===== src/rtl/segdac_pkg.sv =====
package segdac_pkg;

    // Number of register stages from input pin to switch control.
    function automatic int seg_latency(input int dec_pipe);
        return 2 + dec_pipe;
    endfunction

    // Number of thermometer lines produced from an msb_w-bit field.
    function automatic int unary_lines(input int msb_w);
        return (1 << msb_w) - 1;
    endfunction

    // Decoder stage selection.
    typedef enum int {
        DEC_COMB = 0,
        DEC_REG  = 1
    } dec_mode_e;

endpackage


===== src/rtl/segdac_in_reg.sv =====
module segdac_in_reg #(
    parameter int W = 10
) (
    input  logic         clk,
    input  logic         rst,
    input  logic [W-1:0] d,
    output logic [W-1:0] q
);
    always_ff @(posedge clk) begin
        if (rst) q <= '0;
        else     q <= d;
    end
endmodule


===== src/rtl/segdac_therm_dec.sv =====
module segdac_therm_dec
    import segdac_pkg::*;
#(
    parameter int M    = 6,
    parameter int PIPE = 1,
    localparam int U   = unary_lines(M)
) (
    input  logic         clk,
    input  logic         rst,
    input  logic [M-1:0] code,
    output logic [U-1:0] therm
);
    logic [U-1:0] raw;

    // Each line compares the field against its own index.
    for (genvar g = 0; g < U; g++) begin : g_cmp
        assign raw[g] = (int'(code) > g);
    end

    if (PIPE == int'(DEC_REG)) begin : g_reg
        logic [U-1:0] stage_q;
        always_ff @(posedge clk) begin
            if (rst) stage_q <= '0;
            else     stage_q <= raw;
        end
        assign therm = stage_q;
    end else begin : g_comb
        assign therm = raw;
    end
endmodule


===== src/rtl/segdac_lsb_delay.sv =====
module segdac_lsb_delay #(
    parameter int W      = 4,
    parameter int STAGES = 1
) (
    input  logic         clk,
    input  logic         rst,
    input  logic [W-1:0] d,
    output logic [W-1:0] q
);
    if (STAGES == 0) begin : g_wire
        assign q = d;
    end else begin : g_line
        logic [W-1:0] tap [STAGES];
        always_ff @(posedge clk) begin
            if (rst) begin
                for (int s = 0; s < STAGES; s++) tap[s] <= '0;
            end else begin
                tap[0] <= d;
                for (int s = 1; s < STAGES; s++) tap[s] <= tap[s-1];
            end
        end
        assign q = tap[STAGES-1];
    end
endmodule


===== src/rtl/segdac_out_stage.sv =====
module segdac_out_stage #(
    parameter int W = 67
) (
    input  logic         clk,
    input  logic         rst,
    input  logic [W-1:0] d,
    output logic [W-1:0] q_p,
    output logic [W-1:0] q_n
);
    // Separate flops for each rail so both switch gates see matched edges.
    always_ff @(posedge clk) begin
        if (rst) begin
            q_p <= '0;
            q_n <= '1;
        end else begin
            q_p <= d;
            q_n <= ~d;
        end
    end
endmodule


===== src/rtl/segdac_datapath.sv =====
module segdac_datapath
    import segdac_pkg::*;
#(
    parameter int  DATA_W   = 10,
    parameter int  LSB_W    = 4,
    parameter int  DEC_PIPE = 1,
    localparam int MSB_W    = DATA_W - LSB_W,
    localparam int UNARY_W  = unary_lines(MSB_W),
    localparam int LATENCY  = seg_latency(DEC_PIPE)
) (
    input  logic               clk,
    input  logic               rst,
    input  logic [DATA_W-1:0]  din,
    output logic [UNARY_W-1:0] unary_p,
    output logic [UNARY_W-1:0] unary_n,
    output logic [LSB_W-1:0]   bin_p,
    output logic [LSB_W-1:0]   bin_n
);
    localparam int CTRL_W = UNARY_W + LSB_W;

    typedef struct packed {
        logic [MSB_W-1:0] msb;
        logic [LSB_W-1:0] lsb;
    } word_t;

    typedef struct packed {
        logic [UNARY_W-1:0] th;
        logic [LSB_W-1:0]   bn;
    } ctrl_t;

    word_t cap_w;
    ctrl_t ctrl_d;
    ctrl_t ctrl_p;
    ctrl_t ctrl_n;

    segdac_in_reg #(.W(DATA_W)) u_in (
        .clk (clk),
        .rst (rst),
        .d   (din),
        .q   (cap_w)
    );

    segdac_therm_dec #(.M(MSB_W), .PIPE(DEC_PIPE)) u_dec (
        .clk   (clk),
        .rst   (rst),
        .code  (cap_w.msb),
        .therm (ctrl_d.th)
    );

    segdac_lsb_delay #(.W(LSB_W), .STAGES(DEC_PIPE)) u_dly (
        .clk (clk),
        .rst (rst),
        .d   (cap_w.lsb),
        .q   (ctrl_d.bn)
    );

    segdac_out_stage #(.W(CTRL_W)) u_out (
        .clk (clk),
        .rst (rst),
        .d   (ctrl_d),
        .q_p (ctrl_p),
        .q_n (ctrl_n)
    );

    assign unary_p = ctrl_p.th;
    assign unary_n = ctrl_n.th;
    assign bin_p   = ctrl_p.bn;
    assign bin_n   = ctrl_n.bn;
endmodule


===== config.mk =====
export PLATFORM = sky130hd
export DESIGN_NAME = segdac_datapath
export DESIGN_NICKNAME = d
export VERILOG_FILES = /design/src/rtl/segdac_pkg.sv /design/src/rtl/segdac_in_reg.sv /design/src/rtl/segdac_therm_dec.sv /design/src/rtl/segdac_lsb_delay.sv /design/src/rtl/segdac_out_stage.sv /design/src/rtl/segdac_datapath.sv
export SDC_FILE = /design/constraint.sdc
export NUM_CORES = 1
export LEC_CHECK = 0
export BUFFER_PORTS_ARGS = -buffer_cell sky130_fd_sc_hd__buf_2
export CAP_MARGIN = 10
export CORE_MARGIN = 3
export CORE_UTILIZATION = 30
export CTS_CLUSTER_DIAMETER = 120
export DETAILED_ROUTE_END_ITERATION = 12
export SETUP_SLACK_MARGIN = 0.15
export SLEW_MARGIN = 20
export SYNTH_ARGS = -nofsm -noshare
export SYNTH_HDL_FRONTEND = slang
export SYNTH_SLANG_ARGS = --single-unit

===== constraint.sdc =====
create_clock -name clk -period 1.7 [get_ports clk]
set_clock_uncertainty 0.2 [all_clocks]
set_input_delay 0.51 -clock clk [delete_from_list [all_inputs] [get_ports clk]]
set_output_delay 0.51 -clock clk [all_outputs]
set_load 0.02 [all_outputs]

* Word level (Yosys, flattened, before mapping)
Memory sizes are Yosys's and may differ from the RTL's. Index checks and enable logic that the tools add are counted.
Operators by class: reduce and logical (&&, ||, !) cells 1, magnitude comparators 63, mux-type cells 5, bitwise gates (word level) 1
Operators with widths (number):
- $gt A6 B6 Y1 const B | 31
- $gt A6 B5 Y1 const B | 16
- $not A67 Y67 | 1
- $gt A6 B4 Y1 const B | 8
- $gt A6 B3 Y1 const B | 4
- $gt A6 B1 Y1 const B | 2
- $gt A6 B2 Y1 const B | 2
- $mux W1 | 4
- $mux W4 | 1
- $reduce_or A4 Y1 | 1
Storage, ports and cells: output and inout bits 134, bits in writable memories 4, flip-flop bits (word level) 207, logic and storage cells 75, memories kept 1, bits of input ports 12
Memory list:
- u_dly.g_line.tap | words 1, bits a word 4, rd ports 1, clocked after Yosys merged registers in 0, wr ports 1, line segdac_lsb_delay.sv:13 | logic [W-1:0] tap [STAGES];

* Depth between registers and ports, before layout
Gate-level depths: netlist of run 1.
depth in word-level cells 3, gate-level depth with buffers 5, mapped depth without buffers 4

* By module
Synthesis of run 1 repeated with hierarchy kept, for this count alone.
Second synthesis, totals: cell total of the unflattened synthesis 497, area total of the unflattened synthesis 5859.4 um^2
Modules (own cells, without submodules):
- segdac_out_stage | cells an instance 282, instances 1, area an instance 3629.7 um^2, sequential area each 2682.6 um^2
- segdac_therm_dec | cells an instance 187, instances 1, area an instance 1861.8 um^2, sequential area each 1261.2 um^2
- segdac_in_reg | cells an instance 20, instances 1, area an instance 262.8 um^2, sequential area each 200.2 um^2
- segdac_lsb_delay | cells an instance 8, instances 1, area an instance 105.1 um^2, sequential area each 80.1 um^2

* Worst setup path before layout of run 1
No wires, ideal clock.
path type input-to-reg, from in rst, to reg u_dec.g_reg.stage_q[15], in the netlist u_dec.therm[15], data required time 1.374 ns, setup slack 0.322 ns, stages 4, library setup time 0.126 ns, arrival 1.052 ns, path buffers 3, path through buf_2 buf_2 buf_2 nor2_1
RTL lines:
- start, declared | line segdac_datapath.sv:12 | input logic rst,
- end signal, assigned | line segdac_therm_dec.sv:24 | else stage_q <= raw;
- end, declared | line segdac_therm_dec.sv:21 | logic [U-1:0] stage_q;
No word-level cell between the ends.

* Worst setup path after layout of run 1
from reg u_out.q_n[49], to out unary_n[45]
RTL lines:
- start, declared | line segdac_out_stage.sv:8 | output logic [W-1:0] q_n
- start signal, assigned | line segdac_out_stage.sv:17 | q_n <= ~d;
- end, declared | line segdac_datapath.sv:15 | output logic [UNARY_W-1:0] unary_n,
No word-level cell between the ends.

==> reports/metrics.yaml, run 1 <==
cp-start-kind: "flop"
numCtsBuffers: 23
cpPeakStageDelay_ns: 0.32
cap_violations: 0
min_to: "u_in.q[7]$_SDFF_PP0_"
r2r_cells: 4
pin_count: 146
cp_slowest_cell: "dfxtp_2"
grt_pass1_wl_um: 19600
final_common_cell: "dfxtp_2"
synth_area_leaders: "dfxtp_1 (74%), nor2b_1 (6.5%), inv_1 (4.7%), a21oi_1 (3.6%), nand2b_1 (2.5%)"
die_y_um: 144
postRouteAntennaNets: 0
grt_max_degree: 63
yosys.area.top_type: "dfxtp_1"
htree_levels: 1
rows: 49
core_sq_mm: 0.0184
path_clk_slew_ns: 0.06
drive_gt1_share_pct: 51.5
port_buffers: 145
netlist_area_sq_mm: 0.00574
grtUsageTotal_pct: 11.8
ir_drop_mv: 0.842
critical_path_class: "reg2out"
fmax_mhz: 606
crit_chain: "buf_6"
cpLargestDelayFamily: "flip-flops"
cts.sinks: 211
drt-total-wl_um: 12400
avgSynthCellArea_sq_um: 11.5
final_cell_area_sq_mm: 0.00857
die_x_um: 144
synth_seq_cells: 211
clockBufferDepth: 3
final_nets: 674
rsz0062_at_grt: "yes"
wire_per_inst_um: 13.7
dp_hpwl_um: 8340
syn_to_final_growth_pct: 49.3
die_area_sq_mm: 0.0208
layout.cells.non_filler: 907
seq_area_frac_synth_pct: 73.6
drc: 0
hp-class: "in2reg"
power_density_mw_per_mm2: 1280
min_period_ns: 1.65
status: "completed"
place_area_sq_mm: 0.00674
maxSlewViolCount: 0
grt_pass1_vias: 3761
tightestPinTransition_ns: 0.428
num_vias: 3671
hold_depth: 2
critical_path_depth: 1
power_w: 0.0110
syn_nets: 511
yosysTopAreaCellShare_pct: 73.6
setup_viol: 0
n_antenna_cell: 0
rrSetupSlack_ns: 0.24
worstPathRequired_ns: 0.99
overflow: 0
critPathBufInv: 1
ys.warnings.count: 0
mostFrequentLayoutCells: "dfxtp_2 (137), buf_6 (134), dfxtp_1 (74)"
timing.rr.start: "u_in.q[6]$_SDFF_PP0_"
slew_headroom_pct: 71.3
r2r-end: "u_dec.therm[41]$_SDFF_PP0_"
dpl.cell_count: 866
setup_tns_ns: 0
worstPathMaxFanout: 1
final_util_pct: 46.6
yosysUniqueCellTypes: 34
routed_via_density: 4.05
period_share_pct: 97.1
power_leakage_nw: 3.72
antenna_found_initial: 0
start_util_pct: 31.2
min-delay-start: "din[7]"
root_buffer: "clkbuf_16"
firstDrtPassIters: 4
hold_violations: 0
synthCells: 499
dr.first_iter.drc_count: 129
endpoint_kind: "primary output"
clkLatencyLatePin_ns: 0.49
place_congestion: 0.841
cts_tree: "yes"
worstPathArrival_ns: 0.94
[repair_timing]
| item | in CTS | in global routing |
|---|---|---|
| hold buffers | 0 | 0 |
| gates resized for setup | 396 | 11 |
| buffers inserted | 0 | 0 |
| hold endpoints to repair | 0 | 0 |
| setup endpoints to repair | 134 | 156 |
| pin swaps | 0 | 0 |
[worst max path at each step]
stage | start | slack (ns) | endpoint
finish | u_out.q_n[49]$_SDFF_PP1_ | 0.05 | unary_n[45]
global route | u_out.q_n[49]$_SDFF_PP1_ | 0.02 | unary_n[45]
CTS | u_out.q_p[43]$_SDFF_PP0_ | 0.02 | unary_p[39]
detailed placement | rst | 0.09 | u_dec.therm[52]$_SDFF_PP0_
global placement | rst | 0.14 | u_dec.therm[52]$_SDFF_PP0_
floorplan | rst | 0.32 | u_dec.therm[15]$_SDFF_PP0_
[state kept, by name (all words and copies together) (netlist names)]
name	cells
u_in.q	10
u_out.q_p	67
u_dec.therm	63
u_out.q_n	67
u_dly.g_line.tap	4
[Yosys cell counts]
cell / n
nor3_1: 1
o31ai_1: 1
nor3_2: 1
and3_1: 2
clkbuf_2: 1
buf_2: 10
o21ai_0: 1
nor2_1: 26
inv_1: 72
inv_2: 4
a31oi_1: 2
nand2b_1: 23
nor2_2: 1
a211oi_1: 1
a21o_1: 3
nand2_1: 7
nand3_1: 4
nor4_2: 1
clkbuf_1: 5
a211o_1: 2
o31a_1: 1
dfxtp_1: 211
o21ai_1: 1
or3_1: 1
xor2_1: 1
buf_4: 3
a21oi_1: 41
and2_1: 2
nand2b_2: 1
or2_1: 2
nor4_4: 1
buf_6: 5
nor2b_1: 60
nand2_2: 1
[logic make-up (layout without fill, tap and decap cells)]
logic type,Yosys count,in the layout,synth area share [%]
flops,211,211,73.6
compound gates,53,53,5.08
xor+xnor,1,1,0.153
buf+inv,100,279,7.63
simple gates,134,134,13.5
[cell type report]
cell class,instances,area [sq um]
Fill cell,1653,9820
Sequential cell,211,4400
Timing Repair Buffer,162,1710
Multi-Input combinational cell,188,1080
Clock buffer,30,642
Tap cell,229,287
Inverter,76,285
Clock inverter,11,169
[where the power goes]
group          leakage [nW]  internal (W)  total, W  switching [W]
Combinational          1.60      0.000272  0.000591       0.000319
Clock                 0.385       0.00327   0.00517        0.00190
Sequential             1.73       0.00512   0.00520      0.0000736
Total                  3.72       0.00867    0.0110        0.00230
[metal layers]
| layer | track usage (%) | share of wire [%] | routed length (um) |
|---|---|---|---|
| met1 | 14.3 | 41 | 5090 |
| met2 | 20.1 | 49 | 6120 |
| met3 | 3.70 | 7.6 | 948 |
| met4 | 3.49 | 2.3 | 280 |
| met5 | 0 | 0 | 0 |
[through the flow]
step | hold slack, ns | setup slack [ns]
global route | 0.0185 | 0.0168
floorplan | 0.177 | 0.322
finish | 0.0252 | 0.0485
detailed placement | 0.187 | 0.0850
CTS | 0.00287 | 0.0239
global placement | 0.182 | 0.136
Note: power is estimated with default switching activity, not from simulation.
==> inputs of run 2 (changes only) <==
Settings changed: BUFFER_PORTS_ARGS -buffer_cell sky130_fd_sc_hd__buf_2 to -buffer_cell sky130_fd_sc_hd__buf_4.
==> run 2 against run 1 <==
Critical path type unchanged; largest cell class unchanged; wire length up 1.1%; highest routed layer unchanged; final area rose by 2.3%; non-clock buffer count is 14 higher; sequential share of layout area down 1.1 points; core utilization up 1.1 points; clock power up 1%; critical path depth did not move; largest power group is now the clock network; first-iteration DRC count up 6.2%.
==> reports/metrics.yaml, run 2 (synthesized netlist as in run 1, its figures left out) <==
status: "completed"
cts.sinks: 211
critical_path_depth: 1
rrSetupSlack_ns: 0.24
ir_drop_mv: 0.662
place_congestion: 0.837
period_share_pct: 96.6
drc: 0
drive_gt1_share_pct: 52.8
die_x_um: 144
cap_violations: 0
grt_pass1_wl_um: 19800
setup_tns_ns: 0
syn_to_final_growth_pct: 52.7
firstDrtPassIters: 4
n_antenna_cell: 0
endpoint: "unary_p[17]"
cts_tree: "yes"
maxSlewViolCount: 0
path_clk_slew_ns: 0.06
layout.cells.non_filler: 919
overflow: 0
grt_max_degree: 44
power_density_mw_per_mm2: 1260
ctsHoldBuffers: 0
crit_chain: "buf_6"
grtUsageTotal_pct: 11.9
fmax_mhz: 609
num_vias: 3735
cp_slowest_cell: "dfxtp_2"
cp-start-kind: "flop"
place_area_sq_mm: 0.00726
worstPathMaxFanout: 1
critPathBufInv: 1
cpPeakStageDelay_ns: 0.32
routed_via_density: 4.06
final_cell_area_sq_mm: 0.00877
dr.first_iter.drc_count: 137
die_y_um: 144
mostFrequentLayoutCells: "dfxtp_2 (138), buf_6 (134), dfxtp_1 (73)"
hp-class: "in2reg"
numCtsBuffers: 22
setup_viol: 0
antenna_found_initial: 0
timing.rr.start: "u_in.q[6]$_SDFF_PP0_"
hold_depth: 2
worstPathRequired_ns: 0.99
hold_violations: 0
pin_count: 146
die_area_sq_mm: 0.0208
clkLatencyLatePin_ns: 0.49
power_leakage_nw: 3.84
core_sq_mm: 0.0184
drt-total-wl_um: 12600
htree_levels: 1
wire_per_inst_um: 13.7
r2r_cells: 5
r2r-end: "u_dec.therm[18]$_SDFF_PP0_"
rsz0062_at_grt: "yes"
root_buffer: "clkbuf_16"
critical_path_class: "reg2out"
final_nets: 687
postRouteAntennaNets: 0
dpl.cell_count: 880
rows: 49
port_buffers: 145
cpLargestDelayFamily: "flip-flops"
slew_headroom_pct: 73.6
grt_pass1_vias: 3956
dp_hpwl_um: 8890
worstPathArrival_ns: 0.93
final_common_cell: "dfxtp_2"
start_util_pct: 31.2
endpoint_kind: "primary output"
setup.worst_path.start: "u_out.q_p[21]$_SDFF_PP0_"
tightestPinTransition_ns: 0.393
clockBufferDepth: 3
min_period_ns: 1.64
## run 2: timing repair
item | in CTS | in global routing
setup buffers | 0 | 0
setup endpoints to repair | 137 | 146
gates resized for setup | 268 | 5
hold endpoints to repair | 0 | 0
## run 2: area by class of cell
type                       count  area, sq um
inverter                      76          285
timing repair buffer         176         1890
sequential                   211         4400
multi-input combinational    188         1080
clock inverter                 8          143
fill                        1641         9630
tap                          229          287
clock buffer                  31          686
## run 2: how the worst min path moves through the flow
stage	from	end	slack, ns
global placement	u_dly.g_line.tap[0][2]$_SDFF_PP0_	u_out.q_n[2]$_SDFF_PP1_	0.19
CTS	din[2]	u_in.q[2]$_SDFF_PP0_	0.006
finish	din[2]	u_in.q[2]$_SDFF_PP0_	0.03
global route	din[2]	u_in.q[2]$_SDFF_PP0_	0.01
floorplan	u_dec.therm[23]$_SDFF_PP0_	u_out.q_n[27]$_SDFF_PP1_	0.18
detailed placement	u_dly.g_line.tap[0][1]$_SDFF_PP0_	u_out.q_n[1]$_SDFF_PP1_	0.20
## run 2: where the power goes
group / switching (W) / internal (W)
logic: 0.000323 / 0.000304
clock network: 0.00182 / 0.00340
registers: 0.0000747 / 0.00512
total: 0.00221 / 0.00883
## run 2: stage by stage
step / total power (W) / hold WS, ns / utilization, % / setup WS [ns]
finish: 0.0110 / 0.0318 / 47.7 / 0.0574
global route: 0.0115 / 0.0145 / 47.7 / 0.0191
CTS: 0.0112 / 0.00593 / 47.6 / 0.0339
detailed placement: 0.00585 / 0.195 / 39.5 / 0.0177
global placement: 0.00585 / 0.193 / 39.5 / 0.0674
floorplan: 0.00558 / 0.177 / - / 0.322
## run 2: layer usage
layer	wire, um	global-route usage, %
met1	5000	14.0
met2	6310	20.8
met4	264	4.12
met3	996	3.31
met5	0	0
## run 2: worst register-to-register path, delay by kind of cell (launching register included)
family / cells / cell delay (ns)
buffers and inverters: 2 / 0.34
AND/OR/NAND/NOR: 1 / 0.05
AO/OA/AOI/OAI: 2 / 0.40
flip-flops: 1 / 0.36
==> inputs of run 3 (changes only) <==
Settings changed: CAP_MARGIN 10 to default, CORE_UTILIZATION 30 to 31.
==> run 3 against run 2 <==
Sequential power hardly changed; first-iteration DRC count down 24%; non-clock buffer count up 5; setup slack got worse by 0.015 ns; register-to-register slack worse by 0.07 ns; critical path depth did not move; total power is 1.2% lower; fmax is 0.92% lower; global-route usage up 0.58 points; die area is 3.1% lower; core utilization up 0.87 points; critical endpoint is now unary_p[44]; largest cell class unchanged; largest power group is now registers; highest routed layer unchanged.
==> reports/metrics.yaml, run 3 (synthesized netlist as in run 1, its figures left out) <==
cts.sinks: 211
crit_chain: "buf_6"
hold_violations: 0
route.met2.wl_um: 6380
final_common_cell: "dfxtp_2"
start_util_pct: 31.7
drt-met1-wl_um: 5380
post-cts-setup-buffer-count: 0
clockBufferDepth: 3
drt-total-wl_um: 12800
top_layer_used: "met4"
worstPathArrival_ns: 0.95
antenna_found_initial: 0
clkLatencyLatePin_ns: 0.50
power_leakage_nw: 3.84
critical_path_depth: 1
dp_hpwl_um: 9010
overflow: 0
postRouteAntennaNets: 0
seq_area_sq_mm: 0.00440
place_congestion: 0.809
root_buffer: "clkbuf_16"
pin_count: 146
cap_violations: 0
ir_drop_mv: 0.663
final_util_pct: 48.5
cpLargestDelayFamily: "flip-flops"
tightestPinTransition_ns: 0.484
wire_per_inst_um: 13.8
setup_viol: 0
status: "completed"
endpoint_kind: "primary output"
period_share_pct: 97.5
cpPeakStageDelay_ns: 0.32
hold_depth: 2
wl_met3_um: 847
worstPathRequired_ns: 0.99
grtUsageTotal_pct: 12.4
drc: 0
final_nets: 693
min_period_ns: 1.66
worstPathMaxFanout: 1
hp-class: "in2reg"
setup_tns_ns: 0
mostFrequentLayoutCells: "dfxtp_2 (138), buf_6 (134), dfxtp_1 (73)"
rsz0062_at_grt: "yes"
n_antenna_cell: 0
grt_pass1_wl_um: 20400
maxSlewViolCount: 0
power_density_mw_per_mm2: 1240
critical_path_class: "reg2out"
rows: 49
cp_slowest_cell: "dfxtp_2"
multi_input_area_sq_mm: 0.00109
die_x_um: 142
die_y_um: 142
dr.first_iter.drc_count: 104
nFillCells: 1612
syn_to_final_growth_pct: 52.9
r2r_cells: 3
rrSetupSlack_ns: 0.17
core_sq_mm: 0.0181
die_area_sq_mm: 0.0202
num_vias: 3751
slew_headroom_pct: 67.6
htree_levels: 1
port_buffers: 145
cts_tree: "yes"
routed_via_density: 4.05
grt_max_degree: 32
firstDrtPassIters: 4
grt_pass1_vias: 4033
cp-start-kind: "flop"
critPathBufInv: 1
fmax_mhz: 603
numCtsBuffers: 23
drive_gt1_share_pct: 52.7
path_clk_slew_ns: 0.06
-- run 3: area by class of cell --
type | count | share of cell area [%]
Sequential cell | 211 | 50.1
Timing Repair Buffer | 181 | 21.9
Multi-Input combinational cell | 188 | 12.4
Clock buffer | 31 | 7.58
Tap cell | 229 | 3.26
Inverter | 76 | 3.25
Clock inverter | 11 | 1.55
-- run 3: path summary, 6_finish.rpt --
check	from	to
setup / recovery	u_out.q_p[48]$_SDFF_PP0_	unary_p[44]
hold / removal	din[9]	u_in.q[9]$_SDFF_PP0_
setup reg to reg	u_in.q[7]$_SDFF_PP0_	u_dec.therm[33]$_SDFF_PP0_
hold reg to reg	u_dec.therm[46]$_SDFF_PP0_	u_out.q_n[50]$_SDFF_PP1_
-- run 3: power breakdown --
part	total [W]	switching, W	internal (W)
Combinational	0.000641	0.000328	0.000313
Clock	0.00507	0.00187	0.00320
Sequential	0.00520	0.0000769	0.00512
-- run 3: routing by layer --
metal / track usage [%] / up-vias
met4: 4.14 / 0
met2: 20.9 / 123
met5: 0 / -
met3: 3.49 / 19
met1: 15.4 / 1747
li1: - / 1862
-- run 3: stage by stage --
step	hold slack (ns)	power [W]	instances	setup WS [ns]	area, sq um
floorplan	0.177	0.00558	499	0.322	5740
global placement	0.193	0.00585	882	0.116	7260
detailed placement	0.197	0.00586	882	0.0801	7260
CTS	0.00121	0.0111	927	0.0182	8760
global route	0.0389	0.0114	927	0.00215	8780
finish	0.0244	0.0109	927	0.0422	8780
-- run 3: timing repair --
action | 4_1_cts | 5_1_grt
gates resized for setup | 268 | 6
hold buffers | 3 | 0
cloned | 0 | 0
setup endpoints to repair | 134 | 146
endpoints found under the hold margin | 3 | 0
